<file path="config.mk">
export PLATFORM = sky130hd
export DESIGN_NAME = relphase_meter
export DESIGN_NICKNAME = d
export VERILOG_FILES = /design/src/rtl/rpm_pkg.sv /design/src/rtl/rpm_decim.sv /design/src/rtl/rpm_cordic.sv /design/src/rtl/rpm_avg3.sv /design/src/rtl/relphase_meter.sv
export SDC_FILE = /design/constraint.sdc
export NUM_CORES = 2
export LEC_CHECK = 0
export BUFFER_PORTS_ARGS = -buffer_cell sky130_fd_sc_hd__buf_2
export CORE_MARGIN = 1.5
export CORE_UTILIZATION = 50
export CTS_CLUSTER_DIAMETER = 100
export CTS_CLUSTER_SIZE = 12
export DETAILED_ROUTE_END_ITERATION = 8
export PLACE_DENSITY = 0.68
export SLEW_MARGIN = 40
export SYNTH_ARGS = -nofsm -noshare
export SYNTH_HDL_FRONTEND = slang
export SYNTH_SLANG_ARGS = --single-unit
</file>
<file path="constraint.sdc">
create_clock -name clk -period 25.8 [get_ports clk]
set_clock_uncertainty 0.15 [all_clocks]
set_input_delay 2.58 -clock clk [delete_from_list [all_inputs] [get_ports clk]]
set_output_delay 2.58 -clock clk [all_outputs]
set_load 0.02 [all_outputs]
</file>
<file path="src/rtl/rpm_pkg.sv">
package rpm_pkg;
   localparam int PH_W   = 16;
   localparam int ATAN_N = 16;

   // arctan(2^-k) in units of 1/65536 turn
   function automatic logic [PH_W-1:0] atan_step(input int k);
      case (k)
         0:  return 16'd8192;
         1:  return 16'd4836;
         2:  return 16'd2555;
         3:  return 16'd1297;
         4:  return 16'd651;
         5:  return 16'd326;
         6:  return 16'd163;
         7:  return 16'd81;
         8:  return 16'd41;
         9:  return 16'd20;
         10: return 16'd10;
         11: return 16'd5;
         12: return 16'd3;
         13: return 16'd1;
         14: return 16'd1;
         default: return 16'd0;
      endcase
   endfunction
endpackage

</file>
<file path="src/rtl/rpm_decim.sv">
module rpm_decim #(
   parameter int DW    = 64,
   parameter int DECIM = 3
) (
   input  logic          clk,
   input  logic          rst_n,
   input  logic          in_valid,
   input  logic [DW-1:0] in_data,
   output logic          out_valid,
   output logic [DW-1:0] out_data
);
   localparam int CW = (DECIM > 1) ? $clog2(DECIM) : 1;

   if (DECIM < 1) begin : g_bad_decim
      $error("rpm_decim: DECIM must be at least 1");
   end

   logic [CW-1:0] slot;
   logic          take;

   assign take = in_valid && (slot == '0);

   always_ff @(posedge clk or negedge rst_n) begin
      if (!rst_n) begin
         slot      <= '0;
         out_valid <= 1'b0;
         out_data  <= '0;
      end else begin
         out_valid <= take;
         if (take) out_data <= in_data;
         if (in_valid) slot <= (slot == CW'(DECIM - 1)) ? '0 : slot + 1'b1;
      end
   end

   // a kept sample always comes from a valid input cycle
   a_r1_from_valid: assert property (@(posedge clk) disable iff (!rst_n)
      out_valid |-> $past(in_valid));

   if (DECIM > 1) begin : g_gap_chk
      // two kept samples are never back to back
      a_r1_gap: assert property (@(posedge clk) disable iff (!rst_n)
         out_valid |=> !out_valid);
   end
endmodule

</file>
<file path="src/rtl/rpm_cordic.sv">
module rpm_cordic #(
   parameter int WI   = 16,
   parameter int ITER = 16
) (
   input  logic                      clk,
   input  logic                      rst_n,
   input  logic                      in_valid,
   input  logic signed [WI-1:0]      in_i,
   input  logic signed [WI-1:0]      in_q,
   output logic                      out_valid,
   output logic [rpm_pkg::PH_W-1:0]  out_phase,
   output logic                      out_zero
);
   localparam int XW   = WI + 2;
   localparam int PW   = rpm_pkg::PH_W;
   localparam logic [PW-1:0] QUARTER = PW'(1) << (PW - 2);

   if (ITER < 2 || ITER > rpm_pkg::ATAN_N) begin : g_bad_iter
      $error("rpm_cordic: ITER out of range");
   end

   logic signed [XW-1:0] xs [0:ITER-1];
   logic signed [XW-1:0] ys [0:ITER-1];
   logic [PW-1:0]        zs [0:ITER];
   logic                 vs [0:ITER];
   logic                 zf [0:ITER];
   logic signed [XW-1:0] xi, yi;

   assign xi = XW'(in_i);
   assign yi = XW'(in_q);

   always_ff @(posedge clk or negedge rst_n) begin
      if (!rst_n) begin
         for (int k = 0; k < ITER; k++) begin
            xs[k] <= '0;
            ys[k] <= '0;
         end
         for (int k = 0; k <= ITER; k++) begin
            zs[k] <= '0;
            vs[k] <= 1'b0;
            zf[k] <= 1'b0;
         end
      end else begin
         // quadrant pre-rotation into the right half plane
         vs[0] <= in_valid;
         zf[0] <= (in_i == '0) && (in_q == '0);
         if (xi < 0) begin
            if (yi >= 0) begin
               xs[0] <= yi;  ys[0] <= -xi; zs[0] <= QUARTER;
            end else begin
               xs[0] <= -yi; ys[0] <= xi;  zs[0] <= -QUARTER;
            end
         end else begin
            xs[0] <= xi; ys[0] <= yi; zs[0] <= '0;
         end
         for (int k = 0; k < ITER; k++) begin
            vs[k+1] <= vs[k];
            zf[k+1] <= zf[k];
            if (ys[k] >= 0) begin
               zs[k+1] <= zs[k] + rpm_pkg::atan_step(k);
               if (k < ITER - 1) begin
                  xs[k+1] <= xs[k] + (ys[k] >>> k);
                  ys[k+1] <= ys[k] - (xs[k] >>> k);
               end
            end else begin
               zs[k+1] <= zs[k] - rpm_pkg::atan_step(k);
               if (k < ITER - 1) begin
                  xs[k+1] <= xs[k] - (ys[k] >>> k);
                  ys[k+1] <= ys[k] + (xs[k] >>> k);
               end
            end
         end
      end
   end

   assign out_valid = vs[ITER];
   assign out_zero  = zf[ITER];
   assign out_phase = zf[ITER] ? '0 : zs[ITER];

   // after the pre-rotation the vector stays in the right half plane
   a_r9_right_half: assert property (@(posedge clk) disable iff (!rst_n)
      vs[ITER-1] |-> (xs[ITER-1] >= 0));
endmodule

</file>
<file path="src/rtl/rpm_avg3.sv">
module rpm_avg3 #(
   parameter int PW = 16
) (
   input  logic          clk,
   input  logic          rst_n,
   input  logic          in_valid,
   input  logic [PW-1:0] in_phase,
   input  logic          in_zero,
   output logic          out_valid,
   output logic [PW-1:0] out_phase,
   output logic          out_zero
);
   localparam int SW    = PW + 2;
   localparam int MW    = SW + PW + 2;
   localparam int RECIP = ((1 << PW) + 2) / 3;

   logic [PW-1:0]        h0, h1;
   logic                 hz0, hz1;
   logic [1:0]           fill;
   logic signed [PW-1:0] d0, d1;
   logic signed [SW-1:0] dsum;
   logic signed [MW-1:0] prod;
   logic [PW-1:0]        avg_next;

   always_comb begin
      d0       = $signed(h0 - in_phase);
      d1       = $signed(h1 - in_phase);
      dsum     = SW'(d0) + SW'(d1);
      prod     = MW'(dsum) * $signed(MW'(RECIP));
      avg_next = in_phase + PW'((prod + (MW'(1) <<< (PW - 1))) >>> PW);
   end

   always_ff @(posedge clk or negedge rst_n) begin
      if (!rst_n) begin
         h0 <= '0; h1 <= '0; hz0 <= 1'b0; hz1 <= 1'b0;
         fill      <= '0;
         out_valid <= 1'b0;
         out_phase <= '0;
         out_zero  <= 1'b0;
      end else begin
         out_valid <= in_valid && (fill == 2'd2);
         if (in_valid) begin
            h1  <= h0;  h0  <= in_phase;
            hz1 <= hz0; hz0 <= in_zero;
            if (fill != 2'd2) fill <= fill + 2'd1;
            if (fill == 2'd2) begin
               out_phase <= avg_next;
               out_zero  <= in_zero | hz0 | hz1;
            end
         end
      end
   end

   // each averaged result is triggered by a fresh input
   a_r6_result_follows_input: assert property (@(posedge clk) disable iff (!rst_n)
      out_valid |-> $past(in_valid));
endmodule

</file>
<file path="src/rtl/relphase_meter.sv">
module relphase_meter #(
   parameter int IQ_W  = 16,
   parameter int DECIM = 3,
   parameter int ITER  = 16
) (
   input  logic                     clk,
   input  logic                     rst_n,
   input  logic                     in_valid,
   input  logic signed [IQ_W-1:0]   ch1_i,
   input  logic signed [IQ_W-1:0]   ch1_q,
   input  logic signed [IQ_W-1:0]   ch2_i,
   input  logic signed [IQ_W-1:0]   ch2_q,
   input  logic [rpm_pkg::PH_W-1:0] cal_offset,
   output logic                     phase_valid,
   output logic [rpm_pkg::PH_W-1:0] phase_out,
   output logic                     zero_flag
);
   localparam int PW = rpm_pkg::PH_W;
   localparam int DW = 4 * IQ_W;
   localparam int NCH = 2;

   logic          dec_valid;
   logic [DW-1:0] dec_data;
   logic          ch_valid [NCH];
   logic [PW-1:0] ch_phase [NCH];
   logic          ch_zero  [NCH];
   logic          d_valid, d_zero;
   logic [PW-1:0] d_phase;

   rpm_decim #(.DW(DW), .DECIM(DECIM)) u_decim (
      .clk(clk), .rst_n(rst_n),
      .in_valid(in_valid), .in_data({ch1_i, ch1_q, ch2_i, ch2_q}),
      .out_valid(dec_valid), .out_data(dec_data)
   );

   for (genvar c = 0; c < NCH; c++) begin : g_chan
      localparam int BASE = (NCH - 1 - c) * 2 * IQ_W;
      rpm_cordic #(.WI(IQ_W), .ITER(ITER)) u_cordic (
         .clk(clk), .rst_n(rst_n),
         .in_valid(dec_valid),
         .in_i($signed(dec_data[BASE + IQ_W +: IQ_W])),
         .in_q($signed(dec_data[BASE +: IQ_W])),
         .out_valid(ch_valid[c]), .out_phase(ch_phase[c]), .out_zero(ch_zero[c])
      );
   end

   // difference, wrap to full turn and calibration, all modulo 2^PW
   always_ff @(posedge clk or negedge rst_n) begin
      if (!rst_n) begin
         d_valid <= 1'b0;
         d_phase <= '0;
         d_zero  <= 1'b0;
      end else begin
         d_valid <= ch_valid[0];
         d_phase <= ch_phase[0] - ch_phase[1] - cal_offset;
         d_zero  <= ch_zero[0] | ch_zero[1];
      end
   end

   rpm_avg3 #(.PW(PW)) u_avg (
      .clk(clk), .rst_n(rst_n),
      .in_valid(d_valid), .in_phase(d_phase), .in_zero(d_zero),
      .out_valid(phase_valid), .out_phase(phase_out), .out_zero(zero_flag)
   );

   // checker state: differences seen since reset, saturating at 3
   logic [1:0] chk_seen;
   always_ff @(posedge clk or negedge rst_n) begin
      if (!rst_n) chk_seen <= '0;
      else if (d_valid && chk_seen != 2'd3) chk_seen <= chk_seen + 2'd1;
   end

   // no output before three kept samples have reached the averager
   a_r8_no_early_valid: assert property (@(posedge clk) disable iff (!rst_n)
      phase_valid |-> (chk_seen == 2'd3));

   // both channel angles leave their pipelines together
   a_r2_chan_aligned: assert property (@(posedge clk) disable iff (!rst_n)
      ch_valid[0] == ch_valid[1]);
endmodule

</file>
* Word-level counts from Yosys, hierarchy flattened *
Cells that the tools add are included.
W data, S select, Z words.

word-level totals
  word-level logic and storage cells = 575
  bits in registers = 1850

operators by class
  bitwise logic cells = 3
  multiply operators = 1
  reduce and logical (&&, ||, !) cells = 11
  eq/ne operators = 3
  $lt $le $gt $ge = 36
  mux-type cells = 169
  $add $sub $neg = 191

operators by type and width
  operator               number
  $mux W16               102
  $mux W18               66
  $ge A18 B1 Y1 const B  32
  $sub A16 B16 Y16       36
  $add A16 B16 Y16       33
  $add A18 B10 Y18       4
  $add A18 B11 Y18       4
  $add A18 B12 Y18       4
  $add A18 B13 Y18       4
  $add A18 B14 Y18       4
  $add A18 B15 Y18       4
  $add A18 B16 Y18       4
  $add A18 B17 Y18       4
  $add A18 B5 Y18        4
  $add A18 B6 Y18        4
  $add A18 B7 Y18        4
  $add A18 B8 Y18        4
  $add A18 B9 Y18        4
  $neg A16 Y18           4
  $sub A18 B10 Y18       4
  $sub A18 B11 Y18       4
  $sub A18 B12 Y18       4
  $sub A18 B13 Y18       4
  $sub A18 B14 Y18       4
  26 further kinds       69

* Depth between registers and ports, before layout *
  depth in word-level cells = 5
  gate-level depth with buffers = 52
  mapped depth without buffers = 51

* Hierarchy *
From an unflattened synthesis, not the netlist that was laid out.

second synthesis, totals
  cells, all modules = 13020
  area total of the unflattened synthesis = 122650.1 um^2

modules (own cells, without submodules)
  module                            area an instance (um^2)  seq. area each (um^2)  instances  cells each
  rpm_cordic at g_chan[1].u_cordic  54218.2                  18968.2                1          5798
  rpm_cordic at g_chan[0].u_cordic  54110.6                  18968.2                1          5777
  rpm_avg3                          10112.2                  1351.3                 1          1123
  rpm_decim                         2499.9                   1676.6                 1          144
  relphase_meter                    1709.1                   450.4                  1          178

* Least setup slack after synthesis *
OpenSTA, ideal clock, no wires.

  path kind = register to register
  from = register d_phase[1]
  to = register u_avg.out_phase[15]
  clock period less this slack = 11.116 ns
  data required time = 25.558 ns
  library setup time = 0.092 ns
  path slack = 14.684 ns
  cell stages (with the launch flop) = 46
  arrival time = 10.874 ns
  path through = dfrtp_1 inv_1 ha_1 nor2b_1 o21ai_0 a21boi_0 o21ai_0 nand2b_1 a21o_1 a21oi_1 a2bb2oi_1 nor2b_1 xnor2_1 ha_1 a21o_1 a21oi_1 o21ai_1 nor3_1 [10 not listed] a21o_1 a21oi_1 o22ai_1 or4_2 and2_1 xor2_1 ha_1 a21o_1 a21o_1 a2111oi_0 nor3_1 a211o_1 a21o_1 a21oi_1 o21a_1 o21a_1 nor3_1 o31ai_2

between the ends
  cells in the longest elaborated chain, start to end = 5

ends and longest elaborated chain
  item                                 line                            source
  start: declaration                   relphase_meter.sv:28            logic [PW-1:0] d_phase;
  start signal: assignment             relphase_meter.sv:55            d_phase <= ch_phase[0] - ch_phase[1] - cal_offset;
  $sub A16 B16 Y16 (on tied branches)  rpm_avg3.sv:26, rpm_avg3.sv:27
  $add A16 B16 Y17                     rpm_avg3.sv:28                  dsum = SW'(d0) + SW'(d1);
  $mul A17 B15 Y31                     rpm_avg3.sv:29                  prod = MW'(dsum) * $signed(MW'(RECIP));
  $add A32 B17 Y32                     rpm_avg3.sv:30                  avg_next = in_phase + PW'((prod + (MW'(1) <<< (PW - 1))) >>> PW);
  $add A16 B16 Y16 *                   rpm_avg3.sv:30
  end signal: assignment               rpm_avg3.sv:47                  out_phase <= avg_next;
  end: declaration                     rpm_avg3.sv:10                  output logic [PW-1:0] out_phase,

Every way passes the cells marked *; elsewhere a longest branch is shown, timed or not.
A chain may end at the register's enable or synchronous reset.

* Final worst setup path *
  from = register d_phase[0]
  to = register u_avg.out_phase[15]

The elaborated chain is that of the path after synthesis.

==> reports/summary.txt <==
=====================================================================================
Reg clk slew, reported paths ...........................................      0.06 ns
Starting utilization of the core area ..................................       0.5020
Final max-slew violation count .........................................            0
Register-to-Register Setup Slack .......................................     12.99 ns
End of the worst register-to-register path ............................. u_avg.out_phase[15]
Top cell family by delay on the critical path .......................... compound AO/OA/AOI/OAI gates
Max-capacitance violation count ........................................            0
Most used DFF post-synth ............................................... sky130_fd_sc_hd__dfrtp_1
Layout Area Growth over Synthesis ......................................       7.702%
Highest achievable clock rate ..........................................    78.08 MHz
Final #Nets ............................................................        14310
Global-route wire length before repair .................................    414700 um
Placed insts ...........................................................        15350
Placed cell area .......................................................   121300 um2
Post-synth EDFFs .......................................................            0
Worst rel slew slack ...................................................       0.4326
Die Height .............................................................     485.7 um
Global route total overflow ............................................            0
Data required time at the worst endpoint ...............................     26.36 ns
Critical Path Max Stage Delay ..........................................      0.68 ns
Hold-fix buffers, CTS ..................................................            0
Arrival time of data at the critical path endpoint .....................     13.37 ns
Measured slew at the worst slew-check pin ..............................    0.8401 ns
Final setup vio count ..................................................            0
Via count of the first global-routing pass .............................        87060
Core Area ..............................................................   232100 um2
Area share of the largest cell type after synthesis ....................       0.3488
Period utilisation layout ..............................................       0.4964
Cell depth of the worst flop-to-flop path ..............................           46
Synth area leader ...................................................... sky130_fd_sc_hd__dfrtp_1
Number of antenna violations at the first check in global routing ......            2
Hold-critical path endpoint ............................................ g_chan[1].u_cordic.zs[6]
Horizontal die dimension ...............................................     485.7 um
Worst min-delay path class ............................................. register to register
Post-DR vias/cell ......................................................        5.462
Commonest cells after routing, fill and taps aside ..................... sky130_fd_sc_hd__dfrtp_1, sky130_fd_sc_hd__ha_1, sky130_fd_sc_hd__xnor2_1
Outcome ................................................................    completed
Hold path startpoint ................................................... g_chan[1].u_cordic.zs[22]
Post-cts repair resize count ...........................................            0
Number of cells produced by synthesis ..................................        12190
Std-Cell Rows ..........................................................          177
Maximum number of pins on one net before global-route repair ...........          109
Detailed-route wire length per cell ....................................     15.68 um
Highest fanout seen on the critical path ...............................            8
Number of clock sinks ..................................................         1624
Clock root buffer ...................................................... sky130_fd_sc_hd__clkbuf_16
Most area-consuming cells after synthesis .............................. sky130_fd_sc_hd__dfrtp_1, sky130_fd_sc_hd__ha_1, sky130_fd_sc_hd__xnor2_1
Worst hold margin ......................................................    0.1906 ns
Number of buffers added on ports .......................................          100
WP buf/inv .............................................................            2
Most frequent standard cell in the layout excluding fill and tap cells . sky130_fd_sc_hd__dfrtp_1
Cell variety after synth ...............................................           98
First-pass iteration count of the detailed router ......................            6
Total Die Area .........................................................   235900 um2
Classification of the worst setup path ................................. register to register
Cell area after technology mapping .....................................   116500 um2
Final cell area excluding filler cells .................................   125500 um2
Part of the Yosys area used for sequential elements ....................       0.3488
Routed wire length .....................................................    243300 um
Max Root-Sink Buffers ..................................................            3
Number of hold-slack violations in the final timing report .............            0
# IOs ..................................................................          101
DP HPWL ................................................................    194000 um
FF+latch count, synth ..................................................         1624
Via count of the routed design .........................................        84780
Clock latency at the later pin of the worst-skew pair ..................      0.82 ns
CP Launch Type .........................................................     register
Number of warning messages in the yosys log ............................            0
Iter 0 DRT Violations ..................................................         3888
Post-detailed-route DRC marker count ...................................            0
Number of nets with antenna violations after routing ...................            0
Critical-path cell with the highest stage delay ........................ sky130_fd_sc_hd__or4_2
Count of cells along the worst hold path ...............................            0
Buffers inserted during post-CTS setup optimization ....................            0
Global Route Usage Sum .................................................       0.2080
Clock tree from TritonCTS ..............................................        built
Asr flop ratio synth ...................................................        1.000
Critical Path End Type .................................................     register
GP Congestion ..........................................................       0.9002
Number of clock buffers inserted by TritonCTS ..........................          154
Fraction of final layout cells with drive strength greater than 1 ......      0.04200
Launch instance of the worst register-to-register path .................   d_phase[0]
Mean area per synthesized cell .........................................    9.556 um2
Unrepaired setup endpoints after global routing ........................        false
Setup_tns ..............................................................         0 ns
Finished Layout Cells ..................................................        15520
Most used cell along the critical path ................................. sky130_fd_sc_hd__fa_1
Deepest level of the CTS H-tree ........................................            4
Post-layout minimum cycle time .........................................     12.81 ns
=====================================================================================
## per-layer routing
metal	share of wire	track usage	routed length [um]	up-vias
met5	0	0	0	-
met4	0.031	0.06809	7528	0
met3	0.025	0.02357	6111	456
met2	0.51	0.3878	125200	1121
met1	0.43	0.2465	104500	40590
li1	-	-	-	42610
## per-stage QoR
| step | worst slack [ns] | utilization |
|---|---|---|
| floorplan | 14.68 | - |
| global placement | 12.98 | 0.5218 |
| detailed placement | 13.22 | 0.5225 |
| CTS | 13.10 | 0.5406 |
| global route | 12.17 | 0.5407 |
| finish | 12.99 | 0.5407 |
## worst reg2reg max path: cells and delay by family, from the launching register on
| family | cells | cell delay (ns) |
|---|---|---|
| buf+inv | 2 | 0.09 |
| simple gates | 10 | 1.83 |
| fa+ha+maj | 11 | 4.62 |
| xor+xnor | 3 | 0.89 |
| compound gates | 20 | 4.72 |
| flops | 1 | 0.43 |
## sequential cells by signal (all words and copies together), names as in the netlist
signal                     count
u_avg.out_phase               16
g_chan.u_cordic.ys           505
g_chan.u_cordic.out_zero       2
d_phase                       16
u_avg.h0                      16
u_avg.hz0                      1
g_chan.u_cordic.xs           477
g_chan.u_cordic.out_valid      1
d_zero                         1
u_decim.out_valid              1
g_chan.u_cordic.zf            32
u_avg.h1                      16
u_avg.hz1                      1
g_chan.u_cordic.zs           452
u_decim.slot                   2
u_decim.out_data              64
d_valid                        1
u_avg.out_valid                1
g_chan.u_cordic.vs            16
u_avg.out_zero                 1
u_avg.fill                     2
## cells in the mapped netlist (12+ instances only)
cell and count:
sky130_fd_sc_hd__dfrtp_1 1624, sky130_fd_sc_hd__ha_1 1567, sky130_fd_sc_hd__xnor2_1 1151, sky130_fd_sc_hd__inv_1 1113, sky130_fd_sc_hd__a21oi_1 934, sky130_fd_sc_hd__nor2_1 861
sky130_fd_sc_hd__nand2_1 747, sky130_fd_sc_hd__o21ai_0 709, sky130_fd_sc_hd__xor2_1 457, sky130_fd_sc_hd__nor3_1 245, sky130_fd_sc_hd__o21bai_1 244, sky130_fd_sc_hd__a21o_1 232
sky130_fd_sc_hd__fa_1 200, sky130_fd_sc_hd__or3_1 163, sky130_fd_sc_hd__clkbuf_1 157, sky130_fd_sc_hd__nand3_1 155, sky130_fd_sc_hd__o31ai_1 155, sky130_fd_sc_hd__nand2b_1 129
sky130_fd_sc_hd__o21a_1 126, sky130_fd_sc_hd__nor2b_1 118, sky130_fd_sc_hd__mux2_2 100, sky130_fd_sc_hd__a21boi_0 87, sky130_fd_sc_hd__o211ai_1 78, sky130_fd_sc_hd__o41ai_1 78
sky130_fd_sc_hd__a211oi_1 76, sky130_fd_sc_hd__and3_1 65, sky130_fd_sc_hd__or4_1 56, sky130_fd_sc_hd__mux2i_1 54, sky130_fd_sc_hd__nor4_1 48, sky130_fd_sc_hd__nand3b_1 42
sky130_fd_sc_hd__a31oi_1 38, sky130_fd_sc_hd__and2_1 38, sky130_fd_sc_hd__o2111ai_1 33, sky130_fd_sc_hd__a2111oi_0 32, sky130_fd_sc_hd__nand4_1 28, sky130_fd_sc_hd__buf_1 27
sky130_fd_sc_hd__o311ai_0 17, sky130_fd_sc_hd__nor3b_1 15, sky130_fd_sc_hd__nor4b_1 15, sky130_fd_sc_hd__or2_2 15, sky130_fd_sc_hd__o31a_1 14, sky130_fd_sc_hd__a311oi_1 12
sky130_fd_sc_hd__a31o_2 12
## how the worst max path moves through the flow
stage,start,to,slack (ns),cells past startpoint
after floorplan,d_phase[1],u_avg.out_phase[15],14.68,45
final,d_phase[0],u_avg.out_phase[15],12.99,46
after detailed placement,d_phase[0],u_avg.out_phase[15],13.22,46
after global routing,d_phase[1],u_avg.out_phase[15],12.17,45
after global placement,d_phase[0],u_avg.out_phase[15],12.98,46
after CTS,d_phase[0],u_avg.out_phase[15],13.10,46
## cell type report
type                            count  area (um2)
Antenna cell                        1       2.502
Tap cell                         3043        3807
Inverter                         1117        4193
Timing Repair Buffer              170        1231
Clock inverter                     18       299.0
Clock buffer                      157        3885
Multi-Input combinational cell   9391       71430
Sequential cell                  1624       40640
Fill cell                       20340      106600
## kinds of logic after synthesis
kind of cell,Yosys count,synth area share
AO/OA/AOI/OAI,2949,0.1577
XOR/XNOR,1609,0.1210
adder cells (fa/ha/maj),1767,0.2026
buffers and inverters,1313,0.04282
flip-flops,1624,0.3488
multiplexers,154,0.01430
other,2,0.00006445
AND/OR/NAND/NOR,2775,0.1127
Power is not shown: default switching activity piles up to over one toggle a cycle in this logic, so the estimate is an artifact.
